File: src/rtl/dbus_pkg.sv
package dbus_pkg;
  typedef enum logic {
    CYC_READ  = 1'b0,
    CYC_WRITE = 1'b1
  } cyc_dir_e;
endpackage

File: src/rtl/dbus_out_reg.sv
module dbus_out_reg #(
  parameter int DATA_W = 8
) (
  input  logic              clk,
  input  logic              rst,
  input  logic              ld_en,
  input  logic [DATA_W-1:0] d,
  output logic [DATA_W-1:0] q
);
  always_ff @(posedge clk) begin
    if (rst)        q <= '0;
    else if (ld_en) q <= d;
  end

  a_r2_out_load: assert property (@(posedge clk) disable iff (rst)
    ld_en |=> (q == $past(d)));
  a_r3_out_hold: assert property (@(posedge clk) disable iff (rst)
    !ld_en |=> $stable(q));
endmodule

File: src/rtl/dbus_capture.sv
module dbus_capture
  import dbus_pkg::*;
#(
  parameter int DATA_W = 8
) (
  input  logic              clk,
  input  logic              rst,
  input  logic              ld_en,
  input  cyc_dir_e          dir,
  input  logic [DATA_W-1:0] ext_d,
  input  logic [DATA_W-1:0] loop_d,
  output logic [DATA_W-1:0] latch_q,
  output logic [DATA_W-1:0] pre_q
);
  localparam int N_COPIES = 2;

  logic [DATA_W-1:0] sel_d;
  logic [DATA_W-1:0] copy_q [N_COPIES];

  always_comb sel_d = (dir == CYC_WRITE) ? loop_d : ext_d;

  for (genvar g = 0; g < N_COPIES; g++) begin : g_copy
    always_ff @(posedge clk) begin
      if (rst)        copy_q[g] <= '0;
      else if (ld_en) copy_q[g] <= sel_d;
    end
  end

  assign latch_q = copy_q[0];
  assign pre_q   = copy_q[1];

  a_r5_read_capture: assert property (@(posedge clk) disable iff (rst)
    (ld_en && dir == CYC_READ) |=> (latch_q == $past(ext_d)));
  a_r6_write_loop: assert property (@(posedge clk) disable iff (rst)
    (ld_en && dir == CYC_WRITE) |=> (latch_q == $past(loop_d)));
  a_r7_capture_hold: assert property (@(posedge clk) disable iff (rst)
    !ld_en |=> ($stable(latch_q) && $stable(pre_q)));
  a_r9_pre_match: assert property (@(posedge clk) disable iff (rst)
    ld_en |=> (pre_q == latch_q));
endmodule

File: src/rtl/dbus_driver.sv
module dbus_driver
  import dbus_pkg::*;
#(
  parameter int DATA_W = 8
) (
  input  cyc_dir_e          dir,
  input  logic              ph2_en,
  input  logic [DATA_W-1:0] src,
  output logic              oe,
  output logic [DATA_W-1:0] drv
);
  always_comb begin
    oe  = (dir == CYC_WRITE) && ph2_en;
    drv = oe ? src : '0;
  end
endmodule

File: src/rtl/dbus_iface.sv
module dbus_iface
  import dbus_pkg::*;
#(
  parameter int DATA_W = 8
) (
  input  logic              clk,
  input  logic              rst,
  input  logic              ph1_en,
  input  logic              ph2_en,
  input  logic              rw_write,
  input  logic [DATA_W-1:0] alu_res,
  input  logic [DATA_W-1:0] bus_in,
  output logic [DATA_W-1:0] bus_out,
  output logic              bus_oe,
  output logic [DATA_W-1:0] data_latch,
  output logic [DATA_W-1:0] predecode
);
  cyc_dir_e          dir;
  logic [DATA_W-1:0] dout_q;

  assign dir = cyc_dir_e'(rw_write);

  dbus_out_reg #(.DATA_W(DATA_W)) u_out (
    .clk(clk), .rst(rst), .ld_en(ph1_en), .d(alu_res), .q(dout_q)
  );

  dbus_capture #(.DATA_W(DATA_W)) u_cap (
    .clk(clk), .rst(rst), .ld_en(ph2_en), .dir(dir),
    .ext_d(bus_in), .loop_d(dout_q),
    .latch_q(data_latch), .pre_q(predecode)
  );

  dbus_driver #(.DATA_W(DATA_W)) u_drv (
    .dir(dir), .ph2_en(ph2_en), .src(dout_q), .oe(bus_oe), .drv(bus_out)
  );

  a_r4_oe_gate: assert property (@(posedge clk) disable iff (rst)
    bus_oe |-> (ph2_en && rw_write));
  a_r4_quiet_bus: assert property (@(posedge clk) disable iff (rst)
    !bus_oe |-> (bus_out == '0));
  a_r1_reset_clear: assert property (@(posedge clk)
    rst |=> (data_latch == '0 && predecode == '0));
endmodule

File: config.mk
export PLATFORM = sky130hd
export DESIGN_NAME = dbus_iface
export DESIGN_NICKNAME = d
export VERILOG_FILES = /design/src/rtl/dbus_pkg.sv /design/src/rtl/dbus_out_reg.sv /design/src/rtl/dbus_capture.sv /design/src/rtl/dbus_driver.sv /design/src/rtl/dbus_iface.sv
export SDC_FILE = /design/constraint.sdc
export NUM_CORES = 1
export LEC_CHECK = 0
export BUFFER_PORTS_ARGS = -buffer_cell sky130_fd_sc_hd__buf_2
export CAP_MARGIN = 20
export CORE_MARGIN = 1
export CORE_UTILIZATION = 38
export CTS_CLUSTER_DIAMETER = 30
export DETAILED_ROUTE_END_ITERATION = 8
export PLACE_DENSITY = 0.82
export SKIP_LAST_GASP = 1
export SYNTH_ARGS = -nofsm -noshare
export SYNTH_HDL_FRONTEND = slang
export SYNTH_SLANG_ARGS = --single-unit
File: constraint.sdc
create_clock -name clk -period 0.9 [get_ports clk]
set_input_delay 0.18 -clock clk [delete_from_list [all_inputs] [get_ports clk]]
set_output_delay 0.18 -clock clk [all_outputs]
set_load 0.005 [all_outputs]
==> results of run 1 <==
==> metal layers <==
metal,vias to the layer above,share of wire
met3,6,0.095
met5,-,0
met4,0,0.019
met1,301,0.41
li1,331,-
met2,49,0.47
==> cell families after synthesis <==
group,synth area share
and+or+nand+nor,0.178
buffers and inverters,0.146
muxes,0.193
DFF,0.483
==> how the worst max path moves through the flow <==
stage / from / to / slack (ps) / depth (start not counted)
after floorplan: rw_write / u_cap.copy_q[0][7]$_SDFFCE_PN0P_ / 30 / 4
after global placement: rw_write / bus_out[0] / -30 / 4
after detailed placement: rw_write / u_cap.copy_q[0][6]$_SDFFCE_PN0P_ / -70 / 4
after CTS: u_out.q[6]$_SDFFE_PP0P_ / bus_out[6] / -210 / 2
after global routing: u_out.q[6]$_SDFFE_PP0P_ / bus_out[6] / -240 / 2
final: u_out.q[6]$_SDFFE_PP0P_ / bus_out[6] / -210 / 2
==> layout make-up <==
type | instances | area (um2) | share of cell area
multi-input cells | 43 | 314 | 0.277
well taps | 27 | 33.8 | 0.0298
clock buffers | 4 | 36.3 | 0.0320
repair buffers | 56 | 338 | 0.298
flip-flops and latches | 16 | 410 | 0.362
==> timing repair <==
item                                    CTS  global route
resized for setup                        10             6
setup buffers                             9             1
pin swaps                                 0             4
endpoints found under the setup margin   25            30
==> placed cells by master, fill, tap and decap left out <==
cell type / n
dfxtp_2: 8
buf_4: 7
nand2b_4: 1
mux2i_1: 16
clkbuf_8: 1
and3_4: 1
buf_2: 42
and2_2: 1
edfxtp_1: 8
nor2_1: 16
buf_6: 6
or2_4: 1
clkbuf_4: 4
and3_2: 7
==> state kept, by name, summed over array words and instances (netlist names) <==
register / flops
u_cap.copy_q: 8
u_out.q: 8
==> power groups by stage <==
| stage | combinational [mW] | sequential [mW] | clock, mW |
|---|---|---|---|
| after global routing | 0.316 | 0.845 | 0.531 |
| after CTS | 0.284 | 0.837 | 0.489 |
| after detailed placement | 0.244 | 0.855 | 0 |
| final | 0.289 | 0.839 | 0.484 |
| after floorplan | 0.170 | 0.853 | 0 |
| after global placement | 0.236 | 0.853 | 0 |
==> through the flow <==
step                utilization  area, um2  cells  TNS (ps)  hold WS, ps
global placement          0.498        997    133      -409          413
CTS                       0.560       1120    146     -3130          115
detailed placement        0.498        997    133      -746          424
floorplan                     -        832     73         0          327
finish                    0.566       1130    146     -2980          118
global route              0.566       1130    146     -4070          125
==> critical path, stage by stage, from the launching register on <==
cell and delay, ps:
dfxtp_2 370, and3_4 180, buf_6 90
==> impl_results.md, run 1 <==
* Status: complete, but fails checks
* Failing checks: setup timing
* Clk sinks at 16
* Layout Skew at around 2.1 ps
* Initial DRC count at 16
* WP data required at about 720 ps
* WL/cell at 12.1 um
* Clk pwr share at 0.300
* M3 GR Usage at 0.0377
* Syn nets at 94
* H-tree level count at 1
* I/O pin count at between 40 and 50
* Cells on worst reg2reg path at 3
* Vias/cell at ~4.7
* Tcrit/Tclk final at 1.23
* Post-synth EDFFs at 8
* Clock transition at the registers of the reported paths at approximately 100 ps
* Flops & latches, synth at 16
* Seq pwr share at 0.521
* Grt met1 use at 0.173
* Worst skew pair latency at around 290 ps
* CTS tree: built
* Layout cells sized above 1 at 0.664
* Hold Crit Depth at 3
* Max Freq at around 900 MHz
* Post-synth cell types at 12
* Die Ht at between 40 and 50 um
* Die ar. at ~2400 um2
* # port buffers at between 40 and 50
* Chip width at just under 50 um
* Total CTS buffers at 3
* Synth top area share at 0.290
* Pre-antenna DRT Iters at 4
* Max Buffers Root-to-Sink at 2
* Largest net degree at the start of global routing at 14
* Gpl congestion at between 0.7 and 0.8
* Critical Path Sink Type: output pin
* Layout fillers at roughly 190
* Power, Total at about 1.6 mW
* Critical path arrival at between 900 and 1000 ps
* CTS Root Cell: clkbuf_4
* Via count at 687
* Async set or reset register ratio after synthesis at 0
* Grt peak-use layer: met2
* Average size of a mapped cell at around 11 um2
* Initial antenna violation count at 0
* Leading cell types by count after synthesis: mux2i_1, nor2_1, buf_4
* Measured slew at the worst slew-check pin at between 200 and 250 ps
* Nets at 141
* Fin. max-slew vios at 0
* Final worst setup slack at -211 ps
* Combinational Power Share at 0.179
* Maximum vdd ir drop at 0.000792 V
* Reg2Reg Setup Slack at 10 ps
* GRT Util Overall at 0.157
* Unrepaired setup endpoints after global routing: yes
* First-pass GRT wire length at between 2 and 3 mm
* Synth top area cells: edfxtp_1, dfxtp_1, mux2i_1
* Grt total ovfl at 0
* Setup WS pre-CTS at -67.0 ps
* Cell count after synthesis at 73
* Hold bufs inserted after CTS at 0
* Internal cell power at 1.23 mW
* Initial Utilization at 0.414
* DR DRC count at 0
* Mapped cell area at 830 um2
* Post-synth top flop: edfxtp_1
* Antenna cell count at 0
* Total wire length at 1.77 mm
* Final hold violations at 0
* CORE AREA at roughly 2000 um2
* Min-Delay Path Class: in -> reg
* FP Rows at 16
* Startpoint class of the critical path: register
* Vias in the first global route at 643
* Endpoint of the worst register-to-register path: u_cap.copy_q[0][3]$_SDFFCE_PN0P_
* Crit Path Category: reg -> out
* Leakage at 0.621 nW
* R2R Path Start: u_out.q[3]$_SDFFE_PP0P_
* Power Density at 1420 nW/um2
* NetSw at 0.384 mW
* Crit path max fanout at 3
* Endpoint, Worst Hold: u_out.q[1]$_SDFFE_PP0P_
* Yosys warning count at 0
* Cell taking the most area after synthesis: edfxtp_1
* Final setup viols at 24
* Area grow syn2layout at 36.5%
* Global-route track usage on met2 at 0.275
* Tmin final at 1110 ps
* Maxcap violations at 0
* Sw frac at 0.238
* Final ANT Viol Nets at 0
* Hold Startpoint: alu_res[1]
* Register area share after synthesis at 0.483
* Headroom to the max-slew limit at 0.845
Power figures use the tool's default switching activity.
==> inputs of run 2 (changes only) <==
--- a/config.mk
+++ b/config.mk
@@ -9,9 +9,11 @@
 export CAP_MARGIN = 20
 export CORE_MARGIN = 1
 export CORE_UTILIZATION = 38
+export CTS_BUF_LIST = sky130_fd_sc_hd__clkbuf_4 sky130_fd_sc_hd__clkbuf_8 sky130_fd_sc_hd__clkbuf_16
 export CTS_CLUSTER_DIAMETER = 30
 export DETAILED_ROUTE_END_ITERATION = 8
 export PLACE_DENSITY = 0.82
+export SETUP_SLACK_MARGIN = 0.3
 export SKIP_LAST_GASP = 1
 export SYNTH_ARGS = -nofsm -noshare
 export SYNTH_HDL_FRONTEND = slang
==> run 2 against run 1 <==
  * The run still ends with setup timing left
  * Clock power is 17% lower
  * Power up 1.3%
  * Register-to-register slack got worse by 130 ps
  * Final area up 17%
  * Maximum frequency rose by 0.32%
  * First-iteration DRC count decreased by 19%
  * Flip-flop and latch count unchanged
  * Clock-buffer cell count shrank 1
  * Critical path depth is the same
==> impl_results.md, run 2 (same netlist as run 1, synthesis figures left out) <==
* Final hold violations at 0 (unchanged)
* Maximum vdd ir drop at 0.00125 V (+58%)
* Leakage at 0.675 nW (+8.7%)
* H-tree level count at 1 (unchanged)
* Vias/cell at 4.65 (-1.2%)
* Maxcap violations at 0 (unchanged)
* I/O pin count at 46 (unchanged)
* CTS Root Cell: clkbuf_4
* Status: complete, but fails checks
* Unrepaired setup endpoints after global routing: yes
* WP data required at 720 ps (about the same)
* Clock transition at the registers of the reported paths at 100 ps (about the same)
* Crit Path Category: reg -> out
* Total CTS buffers at 3 (unchanged)
* Largest net degree at the start of global routing at 12 (-2)
* WL/cell at 13.5 um (+11%)
* Via count at 716 (+4.2%)
* Vias in the first global route at 717 (+12%)
* Fin area at 1320 um2 (+17%)
* Area grow syn2layout at 59.3%
* Final setup viols at 28 (+17%)
* Crit path max fanout at 2 (-1)
* Initial Utilization at 0.414 (unchanged)
* Seq pwr share at 0.515 (-0.006)
* Measured slew at the worst slew-check pin at 252 ps (+19.2 ps)
* Tmin final at 1110 ps (-3.59 ps)
* Critical path arrival at 930 ps (about the same)
* Initial DRC count at 13 (-3)
* NetSw at 0.415 mW (+7.9%)
* Sw frac at 0.254 (+0.0155)
* Pre-antenna DRT Iters at 4 (unchanged)
* Critical Path Sink Type: output pin
* Chip width at 48.7 um (unchanged)
* Failing checks: setup timing
* Most common cell after layout, fill and taps aside: buf_2
* Grt total ovfl at 0 (unchanged)
* Tcrit/Tclk final at 1.23 (-0.00399)
* Gpl congestion at 0.788 (+8.7%)
* CORE AREA at 2000 um2 (unchanged)
* Initial antenna violation count at 0 (unchanged)
* Clk pwr share at 0.247 (-0.053)
* Internal cell power at 1.22 mW (-0.75%)
* Worst skew pair latency at 300 ps (about the same)
* Startpoint class of the critical path: register
* Final TNS setup at -3580 ps (-603 ps)
* GRT Util Overall at 0.185 (+0.0285)
* Fin. max-slew vios at 0 (unchanged)
* Clk sinks at 16 (unchanged)
* Cells after DPL at 134 (+0.75%)
* Placed instance area at 1000 um2 (+0.75%)
* CTS tree: built
* Die ar. at 2370 um2 (unchanged)
* Antenna cell count at 0 (unchanged)
* First-pass GRT wire length at 3.28 mm (+16%)
* Min-Delay Path Class: in -> reg
* # port buffers at 45 (unchanged)
* Max Freq at 903 MHz (+0.32%)
* Total wire length at 2.08 mm (+17%)
* Count of non-filler cells in the finished layout at 154 (+5.5%)
* Most frequent cells in the layout: buf_2, buf_6, nor2_1, mux2i_1, buf_4
* Nets at 149 (+5.7%)
* FP Rows at 16 (unchanged)
* Post-detail-place hpwl at approximately 1.2 mm
* Die Ht at 48.7 um (unchanged)
* Max Buffers Root-to-Sink at 2 (unchanged)
* Layout Skew at 5.67 ps (+3.54 ps)
* Layout cells sized above 1 at 0.701 (+0.0369)
* Combinational Power Share at 0.238 (+0.059)
* Final ANT Viol Nets at 0 (unchanged)
* DR DRC count at 0 (unchanged)
* Hold bufs inserted after CTS at 0 (unchanged)
* Setup WS pre-CTS at -48.0 ps (+19.0 ps)
* Headroom to the max-slew limit at 0.832 (-0.0128)
* Final worst setup slack at -207 ps (+3.59 ps)
* Largest regs: u_cap.copy_q: 8 flops, u_out.q: 8 flops
* Power Density at 1240 nW/um2 (-13%)
==> run 2: worst paths after layout <==
kind | startpoint | to | slack, ps | cells past startpoint
max reg2reg | u_out.q[1]$_SDFFE_PP0P_ | u_cap.copy_q[0][1]$_SDFFCE_PN0P_ | -120 | 4
max | u_out.q[3]$_SDFFE_PP0P_ | bus_out[3] | -210 | 2
min | alu_res[7] | u_out.q[7]$_SDFFE_PP0P_ | 120 | 3
min reg2reg | u_out.q[7]$_SDFFE_PP0P_ | u_out.q[7]$_SDFFE_PP0P_ | 600 | 3
==> run 2: layout make-up <==
cell class,instances,area (um2)
Fill cell,140,681
Timing Repair Buffer,64,502
Sequential cell,16,410
Multi-Input combinational cell,43,349
Tap cell,27,33.8
Clock buffer,3,22.5
Clock inverter,1,3.75
==> run 2: worst max-delay path, stage by stage, from the launching register on <==
cell and delay [ps]:
dfxtp_2 350, and3_4 180, buf_6 90
==> run 2: metrics by stage <==
step / power [mW] / utilization / hold slack, ps
floorplan: 1.04 / - / 327
global placement: 1.09 / 0.502 / 414
detailed placement: 1.10 / 0.502 / 422
CTS: 1.58 / 0.621 / 109
global route: 1.71 / 0.660 / 135
finish: 1.63 / 0.660 / 115
==> run 2: power by group through the flow <==
| stage | sequential, mW | clock, mW | combinational, mW |
|---|---|---|---|
| after floorplan | 0.853 | 0 | 0.185 |
| after global placement | 0.853 | 0 | 0.241 |
| after detailed placement | 0.857 | 0 | 0.247 |
| after CTS | 0.839 | 0.404 | 0.341 |
| after global routing | 0.848 | 0.443 | 0.417 |
| final | 0.841 | 0.403 | 0.389 |
==> run 2: repair_timing <==
| action | CTS | global route |
|---|---|---|
| pin swaps | 7 | 9 |
| gates cloned | 1 | 0 |
| gates resized for setup | 28 | 12 |
| buffers inserted | 11 | 4 |
| setup endpoints to repair | 41 | 41 |
==> run 2: layer usage <==
| layer | wire length (um) | track usage | share of wire | up-vias |
|---|---|---|---|---|
| met4 | 33 | 0.0882 | 0.016 | 0 |
| met5 | 0 | 0 | 0 | - |
| met2 | 1020 | 0.326 | 0.49 | 37 |
| met3 | 124 | 0.0252 | 0.060 | 2 |
| met1 | 900 | 0.220 | 0.43 | 325 |
| li1 | - | - | - | 352 |
==> inputs of run 3 (changes only) <==
--- a/config.mk
+++ b/config.mk
@@ -5,6 +5,7 @@
 export SDC_FILE = /design/constraint.sdc
 export NUM_CORES = 1
 export LEC_CHECK = 0
+export ABC_AREA = 1
 export BUFFER_PORTS_ARGS = -buffer_cell sky130_fd_sc_hd__buf_2
 export CAP_MARGIN = 20
 export CORE_MARGIN = 1
@@ -18,3 +19,4 @@
 export SYNTH_ARGS = -nofsm -noshare
 export SYNTH_HDL_FRONTEND = slang
 export SYNTH_SLANG_ARGS = --single-unit
+export TNS_END_PERCENT = 50
==> run 3 against run 2 <==
  * Via count increased by 0.56%
  * Final cell count increased by 5.2%
  * Synthesized area shrank 2.1%
  * The run still ends with setup timing left
  * Critical path depth is 1 higher
  * Combinational power decreased by 24%
  * Setup slack better by 29 ps
  * Critical endpoint is now bus_out[7]
  * Power decreased by 4.9%
  * Routed wire length shrank 21%
  * Flip-flop and latch count unchanged
  * Clock-buffer cell count rose by 1
  * Highest routed layer unchanged
==> impl_results.md, run 3 <==
* Final Core Density at 0.572 (-0.0880)
* Cell count after synthesis at 89 (+22%)
* Tmin final at 1080 ps (-29.0 ps)
* Largest regs: u_cap.copy_q: 8 flops, u_out.q: 8 flops
* Leakage at 0.548 nW (-19%)
* Layout Skew at 4.77 ps (-0.895 ps)
* GRT Util Overall at 0.143 (-0.0421)
* CORE AREA at 1980 um2 (-1.0%)
* Pre-antenna DRT Iters at 2 (-2)
* Final setup viols at 24 (-14%)
* Internal cell power at 1.16 mW (-4.7%)
* Fin. max-slew vios at 0 (unchanged)
* Endpoint of the worst register-to-register path: u_cap.copy_q[0][1]$_SDFFCE_PN0P_
* Sw frac at 0.253 (-0.00134)
* Power, Total at 1.55 mW (-4.9%)
* Final worst setup slack at -178 ps (+29.0 ps)
* Gpl congestion at 0.703 (-11%)
* Clock transition at the registers of the reported paths at 90 ps (about the same)
* Post-synth EDFFs at 8 (unchanged)
* Combinational Power Share at 0.191 (-0.047)
* Synth top area share at 0.296 (+0.00625)
* Final ANT Viol Nets at 0 (unchanged)
* NetSw at 0.392 mW (-5.4%)
* Hold Startpoint: alu_res[1]
* Global-route track usage on met2 at 0.237 (-0.0891)
* Total wire length at 1.64 mm (-21%)
* Register area at 410 um2 (unchanged)
* Yosys warning count at 0 (unchanged)
* Critical path arrival at 900 ps (-30 ps)
* Crit path max fanout at 2 (unchanged)
* Cell taking the most area after synthesis: edfxtp_1
* Grt met1 use at 0.175 (-0.0451)
* Clk sinks at 16 (unchanged)
* Fin area at 1130 um2 (-14%)
* Die ar. at 2330 um2 (-2.0%)
* Status: complete, but fails checks
* Syn nets at 110 (+17%)
* Count of non-filler cells in the finished layout at 162 (+5.2%)
* Maximum vdd ir drop at 0.00103 V (-18%)
* Maxcap violations at 0 (unchanged)
* Initial Utilization at 0.410 (-0.00465)
* Leading cell types by count after synthesis: nor2_1, nand2_2
* Synth top area cells: edfxtp_1, dfxtp_1, nand2_2
* Failing checks: setup timing
* M3 GR Usage at 0.0333 (+0.00818)
* Headroom to the max-slew limit at 0.834 (+0.00220)
* Critical Path Sink Type: output pin
* H-tree level count at 1 (unchanged)
* Flops & latches, synth at 16 (unchanged)
* First-pass GRT wire length at 2.29 mm (-30%)
* Crit Path Category: reg -> out
* Max Freq at 927 MHz (+2.7%)
* Post-synth top flop: edfxtp_1
* Grt total ovfl at 0 (unchanged)
* Nets at 157 (+5.4%)
* Register area share after synthesis at 0.493 (+0.0104)
* Vias in the first global route at 576 (-20%)
* # port buffers at 45 (unchanged)
* Startpoint class of the critical path: register
* Tcrit/Tclk final at 1.20 (-0.0322)
* CTS Root Cell: clkbuf_4
* Layout cells sized above 1 at 0.719 (+0.0177)
* Final hold violations at 0 (unchanged)
* Placed instance area at 1050 um2 (+4.1%)
* Cells after DPL at 153 (+14%)
* WP data required at 720 ps (about the same)
* Antenna cell count at 0 (unchanged)
* Hold Crit Depth at 3 (unchanged)
* Min-Delay Path Class: in -> reg
* Post-synth cell types at 12 (unchanged)
* Max Buffers Root-to-Sink at 2 (unchanged)
* WL/cell at 10.1 um (-25%)
* Most frequent cells in the layout: buf_2, nor2_1, nand2_2
* Measured slew at the worst slew-check pin at 248 ps (-4.18 ps)
* Chip width at 48.2 um (-1.0%)
* R2R Path Start: u_out.q[1]$_SDFFE_PP0P_
* Die Ht at 48.2 um (-1.0%)
* Unrepaired setup endpoints after global routing: yes
* Worst skew pair latency at 280 ps (-20 ps)
* Initial antenna violation count at 0 (unchanged)
* FP Rows at 16 (unchanged)
* DR DRC count at 0 (unchanged)
* Area grow syn2layout at 39.6%
* CTS tree: built
* Layout fillers at 182 (+30%)
* Largest net degree at the start of global routing at 11 (-1)
* Via count at 720 (+0.56%)
* Post-detail-place hpwl at 1.28 mm (+2.6%)
* Average size of a mapped cell at 9.12 um2 (-20%)
* I/O pin count at 46 (unchanged)
* Multi-input gate area at 340 um2 (-2.5%)
* Initial DRC count at 7 (-6)
* Endpoint, Worst Hold: u_out.q[1]$_SDFFE_PP0P_
* Setup WS pre-CTS at -7.21 ps (+40.8 ps)
* Reg2Reg Setup Slack at 100 ps (+220 ps)
* Async set or reset register ratio after synthesis at 0 (unchanged)
* Power Density at 1370 nW/um2 (+11%)
* Grt peak-use layer: met2
* Most common cell in the netlist: nor2_1
* Most common cell after layout, fill and taps aside: buf_2
* Cells on worst reg2reg path at 3 (-1)
* Seq pwr share at 0.545 (+0.030)
* Clk pwr share at 0.264 (+0.017)
* Mapped cell area at 812 um2 (-2.1%)
* Vias/cell at 4.44 (-4.4%)
* Total CTS buffers at 3 (unchanged)
run 3: cell types whose count changed after synthesis, moves of 2 or more:
cell and change:
a21oi_2 +8, and3_2 -8, buf_6 -2, inv_2 +3
mux2i_1 -16, nand2_1 +2, nand2_2 +17, nor2_1 +8
o21ai_0 +8
run 3: per-layer routing:
| metal | wire (um) | vias to the layer above |
|---|---|---|
| li1 | - | 372 |
| met1 | 676 | 314 |
| met2 | 850 | 32 |
| met3 | 99 | 2 |
| met4 | 10 | 0 |
| met5 | 0 | - |
run 3: area by class of cell:
type	count	area share
Clock buffer	4	0.0265
Inverter	5	0.0320
Multi-Input combinational cell	59	0.300
Sequential cell	16	0.362
Tap cell	27	0.0298
Timing Repair Buffer	51	0.249
run 3: logic make-up after synthesis:
| group | after synthesis | share of synthesized area |
|---|---|---|
| and+or+nand+nor | 43 | 0.251 |
| buffers and inverters | 14 | 0.120 |
| AOI/OAI and AO/OA | 16 | 0.136 |
| DFF | 16 | 0.493 |
run 3: what timing repair did:
action | in CTS | in global routing
setup buffers | 4 | 1
pin swaps | 3 | 3
hold buffers | 0 | 0
endpoints found under the setup margin | 41 | 41
resized for setup | 9 | 3
run 3: worst max path at each step:
stage | startpoint | cells after the start | endpoint | slack [ps]
after floorplan | u_cap.copy_q[0][0]$_SDFFCE_PN0P_ | 1 | predecode[0] | 190
after detailed placement | rw_write | 5 | bus_out[4] | -7
final | u_out.q[7]$_SDFFE_PP0P_ | 3 | bus_out[7] | -180
after CTS | u_out.q[5]$_SDFFE_PP0P_ | 3 | bus_out[5] | -170
after global routing | u_out.q[6]$_SDFFE_PP0P_ | 3 | bus_out[6] | -230
after global placement | rw_write | 5 | bus_out[7] | 8
run 3: per-stage QoR:
stage               setup TNS [ps]  hold WS [ps]
global route                 -3900           124
CTS                          -2680           117
global placement                 0           403
finish                       -2420           123
floorplan                        0           315
detailed placement           -12.7           410
run 3: power by group through the flow:
stage | sequential (mW) | clock, mW | combinational [mW]
global placement | 0.856 | 0 | 0.271
floorplan | 0.859 | 0 | 0.175
finish | 0.845 | 0.410 | 0.297
detailed placement | 0.858 | 0 | 0.277
global route | 0.854 | 0.458 | 0.333
CTS | 0.846 | 0.422 | 0.291
run 3: worst max-delay path, cell delays in order, from the launching register on:
cell	delay, ps
dfxtp_2	340
nand2_2	50
nor2_1	110
buf_2	130
